File: src/rtl/sleep_gate_pkg.sv
package sleep_gate_pkg;
  typedef enum logic [1:0] {
    ST_RUN   = 2'd0,
    ST_PEND  = 2'd1,
    ST_SLEEP = 2'd2
  } gate_state_t;
endpackage

File: src/rtl/sleep_wake_detect.sv
module sleep_wake_detect #(
  parameter int FAST_W = 4,
  parameter int NORM_W = 16
) (
  input  logic [FAST_W-1:0] fast_irq,
  input  logic [FAST_W-1:0] fast_en,
  input  logic [NORM_W-1:0] norm_irq,
  input  logic [NORM_W-1:0] norm_en,
  output logic              wake
);
  logic [FAST_W-1:0] fast_hit;
  logic [NORM_W-1:0] norm_hit;

  // Per-line qualification of each request by its enable bit
  for (genvar i = 0; i < FAST_W; i++) begin : g_fast
    assign fast_hit[i] = fast_irq[i] & fast_en[i];
  end
  for (genvar j = 0; j < NORM_W; j++) begin : g_norm
    assign norm_hit[j] = norm_irq[j] & norm_en[j];
  end

  assign wake = (|fast_hit) | (|norm_hit);
endmodule

File: src/rtl/sleep_fsm.sv
module sleep_fsm
  import sleep_gate_pkg::*;
(
  input  logic        clk,
  input  logic        rst,
  input  logic        wait_req,
  input  logic        insn_done,
  input  logic        lpm_sel,
  input  logic        wake,
  output gate_state_t state_q,
  output gate_state_t state_d
);
  logic accept;

  // A request counts only in RUN, with lpm_sel clear and no enabled interrupt pending
  assign accept = wait_req & ~lpm_sel & ~wake;

  always_comb begin
    state_d = state_q;
    unique case (state_q)
      ST_RUN: begin
        if (accept) state_d = insn_done ? ST_SLEEP : ST_PEND;
      end
      ST_PEND: begin
        if (wake)           state_d = ST_RUN;
        else if (insn_done) state_d = ST_SLEEP;
      end
      ST_SLEEP: begin
        if (wake) state_d = ST_RUN;
      end
      default: state_d = ST_RUN;
    endcase
  end

  always_ff @(posedge clk) begin
    if (rst) state_q <= ST_RUN;
    else     state_q <= state_d;
  end

  AST_LPM_BLOCKS: assert property (@(posedge clk) disable iff (rst)
    (state_q == ST_RUN && wait_req && lpm_sel) |=> (state_q == ST_RUN));
  AST_WAIT_DONE: assert property (@(posedge clk) disable iff (rst)
    (state_q == ST_PEND && !insn_done && !wake) |=> (state_q == ST_PEND));
  AST_PENDING_IRQ: assert property (@(posedge clk) disable iff (rst)
    (state_q == ST_RUN && wake) |=> (state_q == ST_RUN));
  AST_ABORT_STOP: assert property (@(posedge clk) disable iff (rst)
    (state_q == ST_PEND && wake) |=> (state_q == ST_RUN));
endmodule

File: src/rtl/sleep_out_reg.sv
module sleep_out_reg
  import sleep_gate_pkg::*;
(
  input  logic        clk,
  input  logic        rst,
  input  gate_state_t state_d,
  output logic        cpu_clk_en,
  output logic        sleeping
);
  // Both outputs come straight from flops, so they only change on a master-clock edge
  always_ff @(posedge clk) begin
    if (rst) begin
      cpu_clk_en <= 1'b1;
      sleeping   <= 1'b0;
    end else begin
      cpu_clk_en <= (state_d != ST_SLEEP);
      sleeping   <= (state_d == ST_SLEEP);
    end
  end
endmodule

File: src/rtl/cpu_sleep_gate.sv
module cpu_sleep_gate
  import sleep_gate_pkg::*;
#(
  parameter int FAST_W = 4,
  parameter int NORM_W = 16
) (
  input  logic              clk,
  input  logic              rst,
  input  logic              wait_req,
  input  logic              insn_done,
  input  logic              lpm_sel,
  input  logic [FAST_W-1:0] fast_irq,
  input  logic [FAST_W-1:0] fast_en,
  input  logic [NORM_W-1:0] norm_irq,
  input  logic [NORM_W-1:0] norm_en,
  output logic              cpu_clk_en,
  output logic              sleeping
);
  logic        wake;
  gate_state_t state_q;
  gate_state_t state_d;

  sleep_wake_detect #(.FAST_W(FAST_W), .NORM_W(NORM_W)) u_wake (
    .fast_irq (fast_irq),
    .fast_en  (fast_en),
    .norm_irq (norm_irq),
    .norm_en  (norm_en),
    .wake     (wake)
  );

  sleep_fsm u_fsm (
    .clk       (clk),
    .rst       (rst),
    .wait_req  (wait_req),
    .insn_done (insn_done),
    .lpm_sel   (lpm_sel),
    .wake      (wake),
    .state_q   (state_q),
    .state_d   (state_d)
  );

  sleep_out_reg u_out (
    .clk        (clk),
    .rst        (rst),
    .state_d    (state_d),
    .cpu_clk_en (cpu_clk_en),
    .sleeping   (sleeping)
  );

  AST_FLAG_INVERSE: assert property (@(posedge clk) disable iff (rst)
    sleeping == !cpu_clk_en);
  AST_WAKE_NEXT: assert property (@(posedge clk) disable iff (rst)
    (sleeping && wake) |=> cpu_clk_en);
  AST_MASKED_STAYS: assert property (@(posedge clk) disable iff (rst)
    (sleeping && !wake && !wait_req) |=> !cpu_clk_en);
  AST_STOP_ON_DONE: assert property (@(posedge clk) disable iff (rst)
    (state_q == ST_PEND && insn_done && !wake) |=> !cpu_clk_en);
endmodule

File: config.mk
export PLATFORM = sky130hd
export DESIGN_NAME = cpu_sleep_gate
export DESIGN_NICKNAME = d
export VERILOG_FILES = /design/src/rtl/sleep_gate_pkg.sv /design/src/rtl/sleep_wake_detect.sv /design/src/rtl/sleep_fsm.sv /design/src/rtl/sleep_out_reg.sv /design/src/rtl/cpu_sleep_gate.sv
export SDC_FILE = /design/constraint.sdc
export NUM_CORES = 1
export LEC_CHECK = 0
export CAP_MARGIN = 25
export CORE_ASPECT_RATIO = 0.9
export CORE_MARGIN = 2
export CORE_UTILIZATION = 17
export DETAILED_ROUTE_END_ITERATION = 7
export HOLD_SLACK_MARGIN = 0.05
export PLACE_DENSITY = 0.72
export SYNTH_ARGS = -nofsm -noshare
export SYNTH_HDL_FRONTEND = slang
export SYNTH_SLANG_ARGS = --single-unit
File: constraint.sdc
create_clock -name clk -period 0.9 [get_ports clk]
set_input_delay 0.225 -clock clk [delete_from_list [all_inputs] [get_ports clk]]
set_output_delay 0.225 -clock clk [all_outputs]
set_load 0.02 [all_outputs]
After elaboration in Yosys (flattened, before gate mapping) --
Index checks and enable logic that the tools add are counted.
Storage, ports and cells: bits in writable memories 0, latch bits 0, flip-flop bits (word level) 4, output and inout bits 2, word-level logic and storage cells 41, input bits 45, memories kept 0, bits in read-only memories 0
Operators by class: shifts and indexed selects 0, reduce and logical (&&, ||, !) cells 3, eq/ne operators 4, divide/modulo/power cells 0, $add $sub $neg 0, magnitude comparators 0, multiplexer cells 6, multipliers 0, bitwise operators 25
Operator list (number):
- $and A1 B1 Y1 | 22
- $reduce_or A16 Y1 | 1
- $mux W2 | 5
- $pmux W2 S3 | 1
- $eq A2 B2 Y1 const B | 2
- $reduce_or A4 Y1 | 1
- $eq A2 B1 Y1 const B | 1
- $logic_not A2 Y1 | 1
- $ne A2 B2 Y1 const B | 1
- $not A1 Y1 | 2
- $or A1 B1 Y1 | 1

Longest topological paths before layout --
Gate-level depths: netlist (run 1).
depth after elaboration 8, mapped depth 4, mapped depth without buffers 4

By module --
From an unflattened synthesis (run 1), not the netlist that was laid out.
Unflattened totals: cells, all modules 28, area total of the unflattened synthesis 275.3 µm²
By module, submodules not included:
- sleep_wake_detect | area an instance 116.4 µm², cells an instance 12, instances 1, seq. area each 0.0 µm²
- sleep_fsm | area an instance 102.6 µm², cells an instance 12, instances 1, seq. area each 40.0 µm²
- sleep_out_reg | area an instance 56.3 µm², cells an instance 4, instances 1, seq. area each 40.0 µm²

Worst setup path after synthesis (run 1) --
No wires, ideal clock.
path kind flip-flop to flip-flop, start point register u_fsm.state_q[0], end point register u_fsm.state_q[1], setup slack -10 ps, data arrival time 851 ps, required time 841 ps, library setup time 59 ps, cell stages (with the launch flop) 5, cell sequence dfxtp_1 a22oi_1 nand4_1 a21oi_1 and2_1
Between the ends: cells in the longest elaborated chain, start to end 2
RTL lines:
- start: declaration | line sleep_fsm.sv:10 | output gate_state_t state_q,
- start signal: assignment | line sleep_fsm.sv:37 | else state_q <= state_d;
- $eq A2 B2 Y1 (tied with other cells) | line sleep_fsm.sv:20 | unique case (state_q)
- $pmux W2 S3 (*) | line sleep_fsm.sv:20
Every way passes the cells marked *; elsewhere a longest branch is shown, timed or not. A chain may end at the register's enable or synchronous reset.

Worst setup path after layout (run 1) --
Same ends and word-level chain as after synthesis.

==> key figures, run 1 <==
Min path
  • Hold Path Stages: 5
  • HP Start: fast_irq[0]
  • Hold endpoint: u_out.cpu_clk_en
  • Hold WC Path Type: input pin to flop

Timing
  • Hold WS: 0.383 ns
  • Endpoints failing setup: 4
  • Fin. max-slew vios: 0
  • Final period utilization: 106%
  • Unrepaired setup endpoints after global routing: yes
  • Final Skew: 0.00128 ns
  • Fmax: 1050 MHz
  • Hold Fails Final Rpt: 0
  • Worst-margin pin slew: approximately 0.16 ns
  • Setup slack after layout: -0.0495 ns
  • Crit path time final: ~0.95 ns
  • Worst relative slew slack: 89.2%

Cells and area
  • Fillcell total: between 150 and 200
  • Post-layout net count: 128
  • Area Growth Syn to Fin: 183%
  • Antenna cells: 0
  • Layout cells sized above 1: 29.6%

Clocking
  • Root Buffer: clkbuf_4
  • CTS Buffer Depth: 2
  • Clock Latency Late Sink: roughly 0.23 ns
  • Total CTS buffers: 3
  • CTS clk-pin slew, worst paths: 0.04 ns
  • Htree depth: 1
  • CTS tree: built
  • Clk sinks: 4

Global routing
  • Number of global-route vias before repair: 480
  • GRT Total Usage: roughly 13%
  • First-pass GRT wire length: 1610 um
  • Grt ovf: 0
  • Antenna violations before repair: 0
  • Largest net degree at the start of global routing: 5

Place
  • HPWL after DPL: 925 um
  • GP Congestion: 0.704
  • Port Buf Inserts: 46

Worst setup path
  • Data arrival, critical path: 1.12 ns
  • FF-to-FF setup slack: -0.05 ns
  • FF-to-FF Start: u_fsm.state_q[0]
  • CP endpoint kind: flop
  • CP Launch Type: flop
  • Critical path type: flop to flop
  • Worst R2R Path Depth: 4
  • CP required: ~1.1 ns
  • RR Endpoint: u_fsm.state_q[1]
  • CP Max Fanout: 3

Outcome
  • Status: complete, but fails checks
  • Failing checks: setup timing

Synth
  • Synth warnings: 0
  • Synthesized area: 259 sq um
  • Sequential area share after synthesis: 30.9%
  • Area leader, netlist: dfxtp_1
  • Syn Inst Count: 31
  • Distinct cells, synth: 13
  • Seq cells post-synth: 4
  • Avg Synthesized Cell Area: 8.35 sq um
  • Post-synth top area share: 30.9%
  • Top cells by area, synth: dfxtp_1 31%, a22oi_1 20%, a22oi_2 14%, and2_1 7.2%, nand2_1 4.3%
  • Synthesized net count: 76

Detailed routing
  • Drt first pass iters: 3
  • Vias per cell: 4.68
  • Total Routed Length: around 1100 um
  • Post-DR wirelength/cell: approximately 11 um
  • DRC Markers: 0
  • Total via count in the routed design: approximately 450
  • Starting DRT DRC Count: 2
  • Detail Route Antenna Nets: 0

Power and ir drop
  • PD cells: roughly 790 nW/um^2
  • Final Power: about 0.00058 W
  • VDD IR-drop max: about 0.00046 V
  • Leakage power: 0.347 nW

Die
  • Top-level I/O count: between 40 and 50
  • Total Die Area: 1850 sq um
  • Chip width: 45.1 um
  • Initial Util: 18.1%
  • Die Span Y: around 41 um
  • Core area: ~1400 sq um
  • Row Count: 13

Run
  • Max Cap Viol: 0
-- sequential cells by signal (all words and copies together) (netlist names) --
| signal | count |
|---|---|
| u_fsm.state_q | 2 |
| u_out.cpu_clk_en | 1 |
| u_out.sleeping | 1 |
-- metal layers --
metal  GRT usage (%)  vias up  share of wire [%]
met5               0        -                  0
met1            11.7      182                 31
met2            22.5       45                 44
li1                -      220                  -
met4            6.62        0                1.5
met3            7.05        2                 23
-- Yosys cell counts --
| master | n |
|---|---|
| a21oi_1 | 2 |
| a22oi_1 | 7 |
| a22oi_2 | 3 |
| and2_1 | 3 |
| dfxtp_1 | 4 |
| inv_1 | 1 |
| nand2_1 | 3 |
| nand3_1 | 1 |
| nand4_1 | 1 |
| nor2_1 | 2 |
| nor2b_1 | 1 |
| nor3_2 | 1 |
| o21ai_0 | 2 |
-- layout by cell type (no fill, tap or decap), types with 2 or more instances in the layout --
cell type and instances:
dlygate4sd2_1 30, clkbuf_2 7, clkdlybuf4s15_1 6, a22oi_2 5, a22oi_1 5, nand2_1 3
and2_1 3, clkbuf_4 3, nor2_1 2, buf_6 2, dfxtp_2 2, dfxtp_1 2
-- how the worst max path moves through the flow --
| stage | endpoint | slack (ns) | start |
|---|---|---|---|
| after global routing | u_out.sleeping | -0.15 | u_fsm.state_q[0] |
| after CTS | u_fsm.state_q[1] | -0.08 | u_fsm.state_q[0] |
| final | u_fsm.state_q[1] | -0.05 | u_fsm.state_q[0] |
| after detailed placement | u_out.cpu_clk_en | -0.46 | norm_irq[5] |
| after global placement | u_out.sleeping | -0.44 | fast_irq[3] |
| after floorplan | u_fsm.state_q[1] | 0.01 | u_fsm.state_q[0] |
-- where the power goes --
part | internal [W] | switching [W] | total (W)
logic | 0.000130 | 0.0000588 | 0.000189
clock network | 0.000149 | 0.0000661 | 0.000215
registers | 0.000178 | 0.0000000407 | 0.000178
-- through the flow --
step / area (sq um) / TNS (ns) / cells / util (%) / setup slack, ns
2_1_floorplan: 263 / 0 / 31 / - / 0.0101
3_3_place_gp: 742 / -2.17 / 92 / 51.8 / -0.443
3_5_place_dp: 742 / -2.25 / 92 / 51.8 / -0.465
4_1_cts: 732 / -0.284 / 96 / 51.1 / -0.0846
5_1_grt: 732 / -0.503 / 96 / 51.1 / -0.149
6_report: 732 / -0.150 / 96 / 51.1 / -0.0495
-- cell families after synthesis --
kind of cell | count (synthesis) | synth area share [%]
buffers and inverters | 1 | 1.45
AO/OA/AOI/OAI | 14 | 42.5
flip-flops | 4 | 30.9
AND/OR/NAND/NOR | 12 | 25.1
-- cell type report --
type                            instances  area (sq um)  share of cell area [%]
Tap cell                               15          18.8                    2.56
Sequential cell                         4          82.6                    11.3
Multi-Input combinational cell         26           206                    28.2
Inverter                                1          3.75                   0.513
Timing Repair Buffer                   47           398                    54.4
Clock buffer                            3          22.5                    3.08
-- worst max-delay path: stages, from the launching register on --
cell and delay [ns]:
dfxtp_2 0.31, a22oi_2 0.13, nand4_1 0.15, a21oi_2 0.17, and2_1 0.13
-- what timing repair did --
action	in CTS	in global routing
buffers inserted	1	0
pin swaps	19	8
resized for setup	61	24
hold buffers	0	0
endpoints found under the setup margin	6	6
No activity file was read; power rests on OpenSTA's default activity.
==> run 2: changes to the inputs <==
PLACE_DENSITY = 0.77   (was 0.72)
==> run 2 against run 1 <==
Against the previous run:
- the flow still finishes with violations (setup timing)
- final area is 2.4% higher
- global-route usage decreased by 0.65 points
- sequential power about the same
- hold slack better by 0.079 ns
- largest cell class unchanged
==> key figures, run 2 (synthesized netlist as in run 1, its figures left out) <==
Cells and area
  • Antenna cells: 0
  • Area of the multi-input gates: 201 sq um
  • Layout cells sized above 1: 18.8%
  • Fin util: about 52%
  • Post-layout net count: 127
  • Area Growth Syn to Fin: 189%
  • Largest register by flop count: u_fsm.state_q
  • Fillcell total: 150
  • Post-Layout Inst Area: 749 sq um
  • Biggest regs: u_fsm.state_q (2), u_out.cpu_clk_en (1), u_out.sleeping (1)
  • Commonest non-fill, non-tap cell in the layout: dlygate4sd2_1
  • Commonest cells after routing, fill and taps aside: 34 x dlygate4sd2_1, 9 x clkdlybuf4s15_1, 6 x a22oi_1
  • Largest register FFs: 2
  • Reg area: 82.6 sq um

Power and ir drop
  • VDD IR-drop max: 0.000329 V
  • PD cells: slightly below 800 nW/um^2
  • Leakage power: 0.347 nW

Worst setup path
  • Worst R2R Path Depth: 4
  • Top delay family on crit path: flip-flops
  • Slowest stage delay, CP: 0.32 ns
  • FF-to-FF Start: u_fsm.state_q[1]
  • CP endpoint kind: flop
  • RR Endpoint: u_fsm.state_q[1]
  • FF-to-FF setup slack: -0.06 ns
  • CP Launch Type: flop
  • Slowest CP cell: dfxtp_2
  • Critical path type: flop to flop
  • Data arrival, critical path: 1.13 ns
  • Worst Path Buf+Inv: 0
  • Critical path, cell by cell: a22oi_2, nand4_1, a21oi_2, and2_1
  • CP required: 1.07 ns
  • CP Max Fanout: 3

Timing
  • Worst-margin pin slew: 0.169 ns
  • Worst relative slew slack: 88.7%
  • Final period utilization: 107%
  • Fin. max-slew vios: 0
  • Crit path time final: between 0.9 and 1 ns
  • Endpoints failing setup: 4
  • Fmax: around 1000 MHz
  • Unrepaired setup endpoints after global routing: yes
  • Setup TNS: -0.173 ns
  • Hold Fails Final Rpt: 0
  • Final Skew: 0.000188 ns
  • Setup slack after layout: -0.0611 ns

Global routing
  • GRT Total Usage: 11.9%
  • Number of global-route vias before repair: 430
  • First-pass GRT wire length: between 1500 and 2000 um
  • Antenna violations before repair: 0
  • Largest net degree at the start of global routing: 5
  • Grt ovf: 0

Place
  • HPWL after DPL: 881 um
  • Port Buf Inserts: 46
  • GP Congestion: around 0.63
  • Dpl cell area: 742 sq um

Min path
  • Hold Path Stages: 5
  • Hold WC Path Type: input pin to flop
  • Hold endpoint: u_out.cpu_clk_en
  • HP Start: fast_irq[1]

Clocking
  • CTS clk-pin slew, worst paths: around 0.040 ns
  • Htree depth: 1
  • CTS tree: built
  • Clock Latency Late Sink: 0.23 ns
  • # hold bufs at CTS: 0
  • CTS Buffer Depth: 2
  • Clk sinks: 4
  • Root Buffer: clkbuf_4
  • Total CTS buffers: 3
  • Setup bufs post-CTS: 0

Die
  • Row Count: 13
  • Chip width: roughly 45 um
  • Top-level I/O count: 47
  • Total Die Area: 1850 sq um
  • Initial Util: a little under a fifth
  • Die Span Y: 41.0 um
  • Core area: 1430 sq um

Detailed routing
  • Detail Route Antenna Nets: 0
  • Vias per cell: about 4.8
  • Total Routed Length: 992 um
  • Post-DR wirelength/cell: 10.4 um
  • DRC Markers: 0
  • Total via count in the routed design: about 460
  • Starting DRT DRC Count: 2
  • Drt first pass iters: 2

Outcome
  • Failing checks: setup timing
  • Status: complete, but fails checks

Run
  • Max Cap Viol: 0
run 2: metrics by stage:
stage	setup slack [ns]	total power (W)	cells	hold WS (ns)
3_3_place_gp	-0.437	0.000422	92	0.504
4_1_cts	-0.0743	0.000590	95	0.422
3_5_place_dp	-0.465	0.000425	92	0.518
6_report	-0.0611	0.000585	95	0.462
2_1_floorplan	0.0101	0.000224	31	0.432
5_1_grt	-0.157	0.000629	95	0.491
run 2: how the worst max path moves through the flow:
stage                           from          endpoint  slack, ns  depth (start not counted)
finish              u_fsm.state_q[1]  u_fsm.state_q[1]      -0.06                          4
global route        u_fsm.state_q[1]  u_out.cpu_clk_en      -0.16                          4
CTS                 u_fsm.state_q[0]  u_fsm.state_q[1]      -0.07                          4
detailed placement       norm_irq[8]  u_fsm.state_q[0]      -0.47                          5
global placement         norm_irq[8]    u_out.sleeping      -0.44                          5
floorplan           u_fsm.state_q[0]  u_fsm.state_q[1]       0.01                          4
run 2: final cells by class:
class / count / share of cell area, %
multi-input combinational: 26 / 26.9
tap: 15 / 2.50
timing repair buffer: 46 / 56.1
sequential: 4 / 11.0
inverter: 1 / 0.501
clock buffer: 3 / 3.01
run 2: report_power, final:
group / internal [W] / switching (W)
Combinational: 0.000134 / 0.0000570
Sequential: 0.000178 / 0.0000000486
Clock: 0.000149 / 0.0000669
Total: 0.000461 / 0.000124
run 2: what timing repair did:
item                       CTS  global route
hold endpoints to repair     0             0
pin swaps                   20             3
setup endpoints to repair    6             6
resized for setup           69             3
run 2: routing by layer:
layer	wire, um	share of wire [%]	GRT usage, %	vias up
li1	-	-	-	219
met3	243	24	7.93	0
met5	0	0	0	-
met1	331	33	11.4	191
met4	0	0	4.41	0
met2	417	42	20.7	45
run 2: tightest hold or removal path, delay by kind of cell:
family | cells | cell delay, ns
compound gates | 1 | 0.06
simple gates | 3 | 0.22
buf+inv | 1 | 0.16
==> run 3: changes to the inputs <==
CORE_MARGIN = not set   (was 2)
SKIP_LAST_GASP = 1   (was not set)
==> run 3 against run 2 <==
Against the previous run:
- largest power group unchanged
- register-to-register slack got worse by 0.02 ns
- hold slack got worse by 0.035 ns
- die area shrank 9.1%
- cell count shrank 1.1%
- setup slack worse by 0.017 ns
- highest routed layer is now met4
- critical endpoint unchanged
- global-route usage up 2.6 points
- core utilization increased by 6.3 points
- critical path type unchanged
- clock power about the same
- routed wire length up 11%
- sequential power is essentially flat
- sequential cell count is the same
- sequential share of layout area down 0.36 points
- the run still ends with setup timing left
==> key figures, run 3 (synthesized netlist as in run 1, its figures left out) <==
Clocking
  • Clk sinks: 4
  • Setup bufs post-CTS: 0
  • Root Buffer: clkbuf_4
  • CTS Buffer Depth: 2
  • Htree depth: 1
  • CTS tree: built
  • Total CTS buffers: 3
  • Clock Latency Late Sink: 0.23 ns
  • CTS clk-pin slew, worst paths: 0.04 ns

Timing
  • Fin. max-slew vios: 0
  • Unrepaired setup endpoints after global routing: yes
  • Fmax: around 1000 MHz
  • Final Skew: 0.000596 ns
  • Crit path time final: 0.978 ns
  • Endpoints failing setup: 4
  • Hold Fails Final Rpt: 0
  • Hold WS: 0.427 ns
  • Final period utilization: 109%
  • Setup slack after layout: -0.0781 ns
  • Worst-margin pin slew: 0.167 ns
  • Worst relative slew slack: 88.8%

Cells and area
  • Commonest non-fill, non-tap cell in the layout: dlygate4sd2_1
  • Post-layout net count: 127
  • Area Growth Syn to Fin: 199%
  • Biggest regs: u_fsm.state_q (2), u_out.cpu_clk_en (1), u_out.sleeping (1)
  • Antenna cells: 0
  • Largest register by flop count: u_fsm.state_q
  • Largest register FFs: 2
  • Commonest cells after routing, fill and taps aside: 36 x dlygate4sd2_1, 8 x a22oi_2, 7 x clkdlybuf4s15_1
  • Layout cells sized above 1: 26.3%
  • Final cell count without fillers: 94

Detailed routing
  • Metal3 WL: between 100 and 150 um
  • Starting DRT DRC Count: 0
  • DRC Markers: 0
  • DR WL met2: between 500 and 600 um
  • Post-Route M1 WL: a little under 400 um
  • Total Routed Length: approximately 1100 um
  • Drt first pass iters: 1
  • Detail Route Antenna Nets: 0
  • Top sig layer: met4
  • Vias per cell: around 4.6
  • Total via count in the routed design: 433
  • Post-DR wirelength/cell: 11.7 um

Global routing
  • Antenna violations before repair: 0
  • GRT Total Usage: 14.5%
  • First-pass GRT wire length: 1700 um
  • Number of global-route vias before repair: 440
  • Largest net degree at the start of global routing: 5
  • Grt ovf: 0

Worst setup path
  • CP Max Fanout: 3
  • Data arrival, critical path: between 1 and 1.5 ns
  • Slowest stage delay, CP: 0.32 ns
  • Critical path, cell by cell: a22oi_2, nand4_1, a21oi_2, and2_1
  • Critical path type: flop to flop
  • CP endpoint kind: flop
  • CP Launch Type: flop
  • Worst Path Buf+Inv: 0
  • Top delay family on crit path: flip-flops
  • Slowest CP cell: dfxtp_2
  • CP required: around 1.1 ns

Die
  • Initial Util: roughly a fifth
  • Top-level I/O count: 47
  • Chip width: between 40 and 50 um
  • Core area: 1320 sq um
  • Row Count: 12
  • Die Span Y: 39.0 um
  • Total Die Area: ~1700 sq um

Outcome
  • Failing checks: setup timing
  • Status: complete, but fails checks

Power and ir drop
  • Leakage power: approximately 0.35 nW
  • VDD IR-drop max: 0.000482 V
  • PD cells: 774 nW/um^2

Place
  • GP Congestion: 0.660
  • Placed Cells incl. Taps: slightly above 90
  • Port Buf Inserts: 46
  • HPWL after DPL: 963 um

Min path
  • Hold WC Path Type: input pin to flop

Run
  • Max Cap Viol: 0
[run 3: cell types whose count changed in the layout (fill, tap and decap cells not counted)]
cell,delta
a22oi_1,-4
a22oi_2,+4
clkdlybuf4s15_1,-2
dlygate4sd2_1,+2
a21oi_1,-1
a21oi_2,+1
nand3_1,-1
nand3_2,+1
[run 3: cell type report]
type | count | area, sq um
multi-input combinational | 26 | 230
tap | 14 | 17.5
inverter | 1 | 3.75
timing repair buffer | 46 | 418
clock buffer | 3 | 22.5
fill | 132 | 547
sequential | 4 | 82.6
[run 3: where the power goes]
group | internal (W) | total (W) | switching, W
Combinational | 0.000140 | 0.000207 | 0.0000669
Clock | 0.000149 | 0.000214 | 0.0000654
Sequential | 0.000178 | 0.000178 | 0.0000000480
Total | 0.000467 | 0.000599 | 0.000132
[run 3: path summary, 6_finish.rpt]
| kind | startpoint | endpoint | slack [ns] | cells after the start |
|---|---|---|---|---|
| worst min-delay path | norm_irq[12] | u_out.cpu_clk_en | 0.43 | 5 |
| worst max-delay path | u_fsm.state_q[1] | u_fsm.state_q[1] | -0.08 | 4 |
| worst max register to register | u_fsm.state_q[1] | u_fsm.state_q[1] | -0.08 | 4 |
| worst min register to register | u_fsm.state_q[1] | u_out.cpu_clk_en | 0.54 | 3 |
[run 3: what timing repair did]
action / 4_1_cts / 5_1_grt
endpoints found under the setup margin: 6 / 6
resized for setup: 57 / 19
hold buffers: 0 / 0
pin swaps: 19 / 10
[run 3: routing by layer]
layer / track usage, % / vias up
met2: 26.1 / 26
met5: 0 / -
met4: 9.09 / 0
met1: 14.0 / 187
met3: 5.61 / 2
li1: - / 218
[run 3: worst reg2reg max path, stage by stage (launching register included)]
cell     delay, ns
dfxtp_2       0.32
a22oi_2       0.13
nand4_1       0.15
a21oi_2       0.18
and2_1        0.14
[run 3: through the flow]
stage / utilization [%] / area [sq um] / TNS, ns / power (W) / setup WS, ns
global route: 58.6 / 774 / -0.450 / 0.000628 / -0.117
floorplan: - / 263 / 0 / 0.000224 / 0.0101
global placement: 56.1 / 741 / -2.18 / 0.000421 / -0.446
CTS: 54.1 / 714 / -0.380 / 0.000585 / -0.101
detailed placement: 56.1 / 741 / -2.31 / 0.000426 / -0.473
finish: 58.6 / 774 / -0.222 / 0.000599 / -0.0781
